==> config.mk <==
export PLATFORM = sky130hd
export DESIGN_NAME = vliw_frontend
export DESIGN_NICKNAME = d
export VERILOG_FILES = /design/src/rtl/vfe_pkg.sv /design/src/rtl/vfe_ctrl.sv /design/src/rtl/vfe_fetch.sv /design/src/rtl/vfe_issue.sv /design/src/rtl/vliw_frontend.sv
export SDC_FILE = /design/constraint.sdc
export NUM_CORES = 1
export LEC_CHECK = 0
export BUFFER_PORTS_ARGS = -buffer_cell sky130_fd_sc_hd__clkbuf_2
export CAP_MARGIN = 40
export CORE_AREA = 2 2 255 257
export DETAILED_ROUTE_END_ITERATION = 12
export DIE_AREA = 0 0 257 259
export GPL_TIMING_DRIVEN = 0
export SLEW_MARGIN = 20
export SYNTH_ARGS = -nofsm -noshare
export SYNTH_HDL_FRONTEND = slang
export SYNTH_SLANG_ARGS = --single-unit
==> constraint.sdc <==
create_clock -name clk -period 23.9 [get_ports clk]
set_input_delay 2.39 -clock clk [delete_from_list [all_inputs] [get_ports clk]]
set_output_delay 2.39 -clock clk [all_outputs]
set_load 0.02 [all_outputs]
==> src/rtl/vfe_pkg.sv <==
package vfe_pkg;
    localparam int ADDR_W    = 32;
    localparam int INSN_W    = 32;
    localparam int SLOTS     = 8;
    localparam int EX_STAGES = 5;
    localparam int PKT_W     = INSN_W * SLOTS;
    localparam int PKT_BYTES = PKT_W / 8;

    typedef enum logic [1:0] {
        FE_IDLE = 2'd0,
        FE_RUN  = 2'd1,
        FE_HOLD = 2'd2
    } fe_state_t;
endpackage

==> src/rtl/vfe_ctrl.sv <==
module vfe_ctrl
    import vfe_pkg::*;
#(
    parameter int AW    = ADDR_W,
    parameter int BYTES = PKT_BYTES
) (
    input  logic          clk,
    input  logic          rst,
    input  logic          stall,
    input  logic          redir_valid,
    input  logic [AW-1:0] redir_addr,
    output logic          ag_valid,
    output logic [AW-1:0] ag_addr
);
    localparam logic [AW-1:0] STEP  = AW'(BYTES);
    localparam logic [AW-1:0] ALIGN = ~(AW'(BYTES) - AW'(1));

    fe_state_t     state, state_nxt;
    logic [AW-1:0] pc;
    logic          pc_step;

    always_ff @(posedge clk) begin
        if (rst) state <= FE_IDLE;
        else     state <= state_nxt;
    end

    always_comb begin
        state_nxt = state;
        unique case (state)
            FE_IDLE: if (redir_valid) state_nxt = stall ? FE_HOLD : FE_RUN;
            FE_RUN:  if (stall)       state_nxt = FE_HOLD;
            FE_HOLD: if (!stall)      state_nxt = FE_RUN;
            default:                  state_nxt = FE_IDLE;
        endcase
    end

    always_comb begin
        ag_valid = 1'b0;
        pc_step  = 1'b0;
        unique case (state)
            FE_IDLE: begin ag_valid = 1'b0; pc_step = 1'b0;    end
            FE_RUN:  begin ag_valid = 1'b1; pc_step = !stall;  end
            FE_HOLD: begin ag_valid = 1'b1; pc_step = !stall;  end
            default: begin ag_valid = 1'b0; pc_step = 1'b0;    end
        endcase
    end

    always_ff @(posedge clk) begin
        if (rst)              pc <= '0;
        else if (redir_valid) pc <= redir_addr & ALIGN;
        else if (pc_step)     pc <= pc + STEP;
    end

    assign ag_addr = pc;

    AST_REDIR_ALIGN: assert property (@(posedge clk) disable iff (rst)
        redir_valid |=> (ag_valid && ((ag_addr & ~ALIGN) == '0)));
    AST_PC_FROZEN: assert property (@(posedge clk) disable iff (rst)
        (stall && !redir_valid) |=> $stable(ag_addr));
endmodule

==> src/rtl/vfe_fetch.sv <==
module vfe_fetch
    import vfe_pkg::*;
#(
    parameter int AW = ADDR_W
) (
    input  logic          clk,
    input  logic          rst,
    input  logic          adv,
    input  logic          squash,
    input  logic          ag_valid,
    input  logic [AW-1:0] ag_addr,
    output logic          req_valid,
    output logic [AW-1:0] req_addr,
    output logic          pr_valid,
    output logic [AW-1:0] pr_addr
);
    localparam int NST = 3;

    logic [NST-1:0] fv;
    logic [AW-1:0]  fa [NST];

    always_ff @(posedge clk) begin
        if (rst) begin
            fv <= '0;
        end else begin
            if (adv) begin
                fa[0] <= ag_addr;
                for (int k = 1; k < NST; k++) fa[k] <= fa[k-1];
            end
            if (squash)   fv <= '0;
            else if (adv) fv <= {fv[NST-2:0], ag_valid};
        end
    end

    assign req_valid = fv[0];
    assign req_addr  = fa[0];
    assign pr_valid  = fv[NST-1];
    assign pr_addr   = fa[NST-1];

    AST_SQUASH_FETCH: assert property (@(posedge clk) disable iff (rst)
        squash |=> (!req_valid && !pr_valid));
    AST_REQ_HOLD: assert property (@(posedge clk) disable iff (rst)
        (!adv && !squash) |=> ($stable(req_valid) && $stable(req_addr)));
endmodule

==> src/rtl/vfe_issue.sv <==
module vfe_issue
    import vfe_pkg::*;
#(
    parameter int AW  = ADDR_W,
    parameter int IW  = INSN_W,
    parameter int NS  = SLOTS,
    parameter int NEX = EX_STAGES
) (
    input  logic             clk,
    input  logic             rst,
    input  logic             adv,
    input  logic             squash,
    input  logic             pr_valid,
    input  logic [AW-1:0]    pr_addr,
    input  logic [IW*NS-1:0] pkt_in,
    output logic [NS-1:0]    issue_valid,
    output logic [IW*NS-1:0] issue_insn,
    output logic [AW-1:0]    issue_addr,
    output logic [NEX-1:0]   ex_valid,
    output logic [AW-1:0]    ex_last_addr
);
    localparam int PW = IW * NS;
    localparam logic [AW-1:0] STEP = AW'(PW / 8);

    logic          dp_valid, dc_valid;
    logic [AW-1:0] dp_addr, dc_addr;
    logic [PW-1:0] dp_pkt, dc_pkt;
    logic [NEX-1:0] ev;
    logic [AW-1:0]  ea [NEX];

    always_ff @(posedge clk) begin
        if (rst) begin
            dp_valid <= 1'b0;
            dc_valid <= 1'b0;
            ev       <= '0;
        end else if (adv) begin
            dp_valid <= pr_valid && !squash;
            dc_valid <= dp_valid;
            ev       <= {ev[NEX-2:0], dc_valid};
        end
    end

    always_ff @(posedge clk) begin
        if (adv) begin
            dp_addr <= pr_addr;
            dp_pkt  <= pkt_in;
            dc_addr <= dp_addr;
            dc_pkt  <= dp_pkt;
            ea[0]   <= dc_addr;
            for (int k = 1; k < NEX; k++) ea[k] <= ea[k-1];
        end
    end

    // slot i of the decoded packet feeds functional unit i (L1,S1,M1,D1,D2,M2,S2,L2)
    for (genvar i = 0; i < NS; i++) begin : g_slot
        assign issue_insn[IW*i +: IW] = dc_pkt[IW*i +: IW];
        assign issue_valid[i]         = dc_valid;
    end

    assign issue_addr   = dc_addr;
    assign ex_valid     = ev;
    assign ex_last_addr = ea[NEX-1];

    AST_ISSUE_HOLD: assert property (@(posedge clk) disable iff (rst)
        !adv |=> ($stable(issue_valid) && $stable(issue_insn) && $stable(ex_valid)));
    AST_PKT_SEQ: assert property (@(posedge clk) disable iff (rst)
        (adv && dp_valid && dc_valid) |=> (issue_addr == $past(issue_addr) + STEP));
    AST_ALL_OR_NONE: assert property (@(posedge clk) disable iff (rst)
        (issue_valid == '0) || (issue_valid == '1));
endmodule

==> src/rtl/vliw_frontend.sv <==
module vliw_frontend
    import vfe_pkg::*;
#(
    parameter int AW  = ADDR_W,
    parameter int IW  = INSN_W,
    parameter int NS  = SLOTS,
    parameter int NEX = EX_STAGES
) (
    input  logic             clk,
    input  logic             rst,
    input  logic             stall,
    input  logic             redir_valid,
    input  logic [AW-1:0]    redir_addr,
    output logic             pm_req_valid,
    output logic [AW-1:0]    pm_req_addr,
    input  logic [IW*NS-1:0] pm_rsp_data,
    output logic [NS-1:0]    issue_valid,
    output logic [IW*NS-1:0] issue_insn,
    output logic [AW-1:0]    issue_addr,
    output logic [NEX-1:0]   ex_valid,
    output logic [AW-1:0]    ex_last_addr
);
    localparam int BYTES = IW * NS / 8;

    logic          adv;
    logic          ag_valid, pr_valid;
    logic [AW-1:0] ag_addr, pr_addr;

    assign adv = !stall;

    vfe_ctrl #(.AW(AW), .BYTES(BYTES)) u_ctrl (
        .clk(clk), .rst(rst), .stall(stall),
        .redir_valid(redir_valid), .redir_addr(redir_addr),
        .ag_valid(ag_valid), .ag_addr(ag_addr)
    );

    vfe_fetch #(.AW(AW)) u_fetch (
        .clk(clk), .rst(rst), .adv(adv), .squash(redir_valid),
        .ag_valid(ag_valid), .ag_addr(ag_addr),
        .req_valid(pm_req_valid), .req_addr(pm_req_addr),
        .pr_valid(pr_valid), .pr_addr(pr_addr)
    );

    vfe_issue #(.AW(AW), .IW(IW), .NS(NS), .NEX(NEX)) u_issue (
        .clk(clk), .rst(rst), .adv(adv), .squash(redir_valid),
        .pr_valid(pr_valid), .pr_addr(pr_addr), .pkt_in(pm_rsp_data),
        .issue_valid(issue_valid), .issue_insn(issue_insn),
        .issue_addr(issue_addr), .ex_valid(ex_valid),
        .ex_last_addr(ex_last_addr)
    );

    AST_RESET_QUIET: assert property (@(posedge clk)
        rst |=> (!pm_req_valid && (issue_valid == '0) && (ex_valid == '0)));
endmodule

==> impl_metrics.toml, run 1 <==
[clock_network]
path_clk_slew_ns = 0.06
cts_buffer_depth = 3
postCtsSetupBuffers = 0
cts_hold_buf = 0
cts_tree = "built"
cts-root-buf = "clkbuf_16"
clock_sinks = 821
cts_resized = 0
worst_skew_pair.late_latency_ns = 0.62
ctsHtreeMaxLevel = 3
cts_made_buffers = 85

[global_route]
grt_use_total = 0.1511
antenna_found_initial = 6
grt_max_degree = 118
grt_pass1_wl_um = 75450
grt.overflow.total = 0
grt_pass1_vias = 12440

[pwr]
p_total_mw = 3.176
p_leak_nw = 12.77
power.density_nw_per_um2 = 95.63
peakVddDrop_mv = 0.05725

[sta]
hold_violations = 0
fin_ws_ns = 19.43
timing.setup.tns_ns = 0
timing.hold.ws_ns = 0.4007
skew_ns = 0.01831
slew_viol_final = 0
setup_violations = 0
rsz0062_at_grt = "no"
tightestPinTransition_ns = 0.8134
fmax_ghz = 0.2238
period_share = 0.1869
slew_headroom = 0.4577
min_period_ns = 4.467

[floorplan]
io_pins = 658
die-area_um2 = 66560
die_x_um = 257
core_um2 = 63880
rows = 93
start_util = 0.4054
die_y_um = 259

[setup_path]
crit_path_max_incr_delay_ns = 0.65
worstPathRequired_ns = 24.18
critPathMaxFanout = 104
crit_path_end_kind = "flop"
arrival_ns = 4.75
cp-start-kind = "input pin"
path_common_cell = "buf_16"
slowest_stage = "buf_1"
criticalPathCategory = "input pin to flop"
crit_chain = "clkbuf_2, buf_2, buf_1, inv_8, buf_16, buf_16"

[logic_synthesis]
synthCells = 1076
synth_top_area_cell = "edfxtp_1"
synth.cell_area_um2 = 25900
synth-seq-cells = 821
syn_avg_cell_area_um2 = 24.07
synth_cell_type_count = 42
synth_top_cell_area_share = 0.9067
synthTopCellsByArea = "edfxtp_1 91%, dfxtp_1 3.0%, buf_4 1.4%"
synth_edf_count = 782
yosysWarningCount = 0
postSynth.asyncResetShare = 0
ys.flop_type = "edfxtp_1"
ys_seq_area_frac = 0.9368

[drt]
drc = 0
antenna_left = 0
viasPerCell = 4.496
first_pass_iters = 5
drtIter0Drc = 984
dr_total_vias = 12360
wirelength_um = 52030
avgRoutedWirePerCell_um = 18.92

[layout]
fillers = 5126
layout_commonest_cell = "edfxtp_1"
nets = 2120
drive_above_1_share = 0.4342
final_area_um2 = 33210
regArea_um2 = 24260
synthToLayoutAreaGrowth_pct = 28.24
layout_common_cells = "782 x edfxtp_1, 638 x clkbuf_2, 87 x clkbuf_16"
fin_util = 0.5199
multiInputGateArea_um2 = 1217
instances_no_fill = 2750

[placement]
dpl.hpwl_um = 36300
portBuffers = 637
post-place-cells = 2591
placed_area_um2 = 30460
dp_slack_ns = 18.80
gp_congestion = 0.8362

[flow_run]
cap_violations = 0

[outcome]
status = "completed"

[hold_path]
hold_class = "flop to flop"
-- layout make-up --
cell class,instances,area share
antenna,2,0.0001507
buffer,65,0.01307
clock buffer,104,0.06807
clock inverter,52,0.01458
inverter,12,0.001582
multi-input combinational,192,0.03665
sequential,821,0.7305
tap,855,0.03221
timing repair buffer,647,0.1031
-- sequential cells by signal, indices dropped and copies added (netlist names) --
| name | flops |
|---|---|
| u_issue.issue_addr | 27 |
| u_ctrl.ag_addr | 27 |
| u_issue.dp_valid | 1 |
| u_issue.issue_insn | 256 |
| u_issue.dp_pkt | 256 |
| u_issue.dp_addr | 27 |
| u_issue.ex_valid | 5 |
| u_issue.dc_valid | 1 |
| u_ctrl.state | 2 |
| u_fetch.fv | 3 |
| u_fetch.fa | 81 |
| u_issue.ea | 135 |
-- logic make-up (layout without fill, tap and decap cells) --
| family | Yosys count | count (layout) | share of synthesized area |
|---|---|---|---|
| AOI/OAI and AO/OA | 53 | 53 | 0.01502 |
| xor gates and xnor gates | 11 | 11 | 0.003720 |
| adders and majority gates | 4 | 4 | 0.001932 |
| buffers and inverters | 77 | 880 | 0.01850 |
| DFF | 821 | 821 | 0.9368 |
| muxes | 10 | 10 | 0.003913 |
| other | 1 | 17 | 0.0001448 |
| and+or+nand+nor | 99 | 99 | 0.01995 |
-- cell usage after synthesis (3+ instances only) --
cell and count:
edfxtp_1 782, buf_4 50, dfxtp_1 39, nor2_1 32, nand2_1 15, a211oi_1 13, inv_1 12, clkbuf_1 11
nand3_1 11, a21oi_1 10, mux2i_1 9, a311oi_1 8, nor3_1 7, o31ai_1 7, or4_1 7, nor4_1 6
xnor2_1 6, nand4_1 5, xor2_1 5, and4_1 4, ha_1 4, o31a_1 4, a221oi_1 3, o21ai_0 3
-- critical path, delay by kind of cell --
kind	cells	cell delay [ns]
buf+inv	6	2.05
-- routing by layer --
metal / part of all wire / wire length, um / vias up / GRT usage
met3: 0.098 / 5073 / 95 / 0.06259
li1: - / - / 5728 / -
met1: 0.37 / 19080 / 6029 / 0.1717
met4: 0.027 / 1406 / 6 / 0.06282
met5: 0.00090 / 47 / - / 0
met2: 0.51 / 26430 / 506 / 0.2529
-- report_power, final --
| group | internal [mW] | leakage, nW | switching [mW] |
|---|---|---|---|
| clock | 0.753 | 1.34 | 0.531 |
| combinational | 0.0584 | 3.47 | 0.119 |
| sequential | 1.68 | 7.96 | 0.0311 |
-- path summary, 6_finish.rpt --
check	start	end	slack, ns	depth (start not counted)
setup / recovery	stall	u_issue.dp_pkt[153]	19.43	6
hold / removal	u_issue.dp_pkt[6]	u_issue.issue_insn[6]	0.40	0
setup reg to reg	u_ctrl.state[1]	u_ctrl.ag_addr[18]	21.48	6
hold reg to reg	u_issue.dp_pkt[6]	u_issue.issue_insn[6]	0.40	0
Note: power is estimated with default switching activity, not from simulation.
==> run 2, diff against run 1 <==
--- a/config.mk
+++ b/config.mk
@@ -7,10 +7,11 @@
 export LEC_CHECK = 0
 export BUFFER_PORTS_ARGS = -buffer_cell sky130_fd_sc_hd__clkbuf_2
 export CAP_MARGIN = 40
-export CORE_AREA = 2 2 255 257
+export CORE_AREA = 2 2 253 255
 export DETAILED_ROUTE_END_ITERATION = 12
-export DIE_AREA = 0 0 257 259
+export DIE_AREA = 0 0 255 257
 export GPL_TIMING_DRIVEN = 0
+export PLACE_DENSITY = 0.67
 export SLEW_MARGIN = 20
 export SYNTH_ARGS = -nofsm -noshare
 export SYNTH_HDL_FRONTEND = slang
==> constraint.sdc (replaced) <==
create_clock -name clk -period 3.6 [get_ports clk]
set_input_delay 0.36 -clock clk [delete_from_list [all_inputs] [get_ports clk]]
set_output_delay 0.36 -clock clk [all_outputs]
set_load 0.02 [all_outputs]
==> impl_metrics.toml, run 2 (synthesized netlist as in run 1, its figures left out) <==
[outcome]
status = "completed"

[sta]
period_share = 0.7854
timing.setup.tns_ns = 0
setup_violations = 0
slew_headroom = 0.3872
rsz0062_at_grt = "no"
tightestPinTransition_ns = 0.9107
hold_violations = 0
min_period_ns = 2.828
timing.hold.ws_ns = 0.04812
fmax_ghz = 0.3537
skew_ns = 0.01694
slew_viol_final = 0

[clock_network]
clock_sinks = 821
cts_buffer_depth = 3
ctsHtreeMaxLevel = 3
path_clk_slew_ns = 0.06
cts_made_buffers = 85
postCtsSetupBuffers = 0
cts_tree = "built"
cts-root-buf = "clkbuf_16"
worst_skew_pair.late_latency_ns = 0.62

[drt]
wirelength_um = 56930
avgRoutedWirePerCell_um = 18.78
dr_total_vias = 13670
first_pass_iters = 6
drtIter0Drc = 1068
viasPerCell = 4.511
antenna_left = 0
drc = 0

[hold_path]
whs_path_depth = 3
hold_class = "input pin to flop"

[layout]
layout_commonest_cell = "edfxtp_1"
instances_no_fill = 3031
synthToLayoutAreaGrowth_pct = 40.59
layout_common_cells = "782 x edfxtp_1, 637 x clkbuf_2, 270 x dlygate4sd3_1"
nets = 2406
final_area_um2 = 36410
drive_above_1_share = 0.3926

[placement]
gp_congestion = 0.8909
post-place-cells = 2599
placed_area_um2 = 30810
dpl.hpwl_um = 36460
portBuffers = 637

[floorplan]
die_y_um = 257
die-area_um2 = 65540
io_pins = 658
rows = 92
die_x_um = 255
core_um2 = 62740
start_util = 0.4128

[global_route]
grt_use_total = 0.1682
antenna_found_initial = 2
grt.overflow.total = 0
grt_max_degree = 43
grt_pass1_vias = 14130
grt_pass1_wl_um = 83480

[setup_path]
path_depth = 7
crit_path_end_kind = "flop"
crit_family = "simple AND/OR/NAND/NOR gates"
criticalPathCategory = "flop to flop"
worstPathRequired_ns = 4.16
crit_chain = "inv_1, ha_1, nand4b_1, nor4_1, a211oi_1, a2111oi_0, dlygate4sd3_1"
cp-start-kind = "flop"
critPathMaxFanout = 6
slowest_stage = "dlygate4sd3_1"
arrival_ns = 3.38
crit_path_max_incr_delay_ns = 0.62
crit_buf_inv = 2
r2r_cells = 7

[pwr]
peakVddDrop_mv = 0.3572
p_comb_frac = 0.068
p_sw_frac = 0.2171
intPower_mw = 17.09
netSwitchingPower_mw = 4.740
seq_power_share = 0.522
p_leak_nw = 14.15
clkPwrFrac = 0.410
power.density_nw_per_um2 = 599.5

[flow_run]
cap_violations = 0
## run 2: cell count changes in the layout (fill, tap and decap cells not counted), sizes merged
cell / delta
clkinv: +2
clkinvlp: +1
inv: +3
bufinv: +4
clkbuf: -7
buf: +17
dlygate4sd3: +270
## run 2: timing repair
action,4_1_cts,5_1_grt
setup endpoints to repair,0,0
endpoints found under the hold margin,269,0
resized for setup,0,0
hold buffers,270,0
## run 2: cell type report
class / instances / area (um2)
clock inverter: 62 / 668.1
multi-input combinational: 192 / 1217
inverter: 12 / 48.80
buffer: 65 / 460.4
timing repair buffer: 933 / 6464
antenna: 2 / 5.005
sequential: 821 / 24260
fill: 4538 / 26320
tap: 846 / 1059
clock buffer: 98 / 2228
## run 2: routing by layer
metal | vias up | GRT usage | share of wire
met1 | 6670 | 0.1899 | 0.37
met4 | 0 | 0.06823 | 0.030
li1 | 6309 | - | -
met5 | - | 0 | 0
met2 | 580 | 0.2923 | 0.51
met3 | 114 | 0.05543 | 0.089
## run 2: power groups by stage
stage                     registers, mW  clock network (mW)  logic [mW]
final                              11.4                8.94        1.49
after global routing               11.5                9.60        1.59
after CTS                          11.4                9.16        1.49
after detailed placement           11.6                   0        1.23
after global placement             11.8                   0        1.12
after floorplan                    12.0                   0       0.337
## run 2: stage by stage
step	util	total power [mW]	worst slack, ns
floorplan	-	12.31	-7.937
global placement	0.4819	12.89	-11.84
detailed placement	0.4911	12.82	0.4626
CTS	0.5804	22.04	0.9120
global route	0.5804	22.64	0.5222
finish	0.5804	21.83	0.7725
## run 2: path summary, 6_finish.rpt
check                startpoint                endpoint  slack [ns]
max             u_ctrl.state[1]      u_ctrl.ag_addr[18]        0.77
max reg2reg     u_ctrl.state[1]      u_ctrl.ag_addr[18]        0.77
min              redir_addr[11]      u_ctrl.ag_addr[11]        0.05
min reg2reg  u_issue.dp_pkt[53]  u_issue.issue_insn[53]        0.40
## run 2: worst min-delay path, stage by stage
cell and delay, ns:
clkbuf_2 0.08, nor2_1 0.11, a211oi_1 0.07
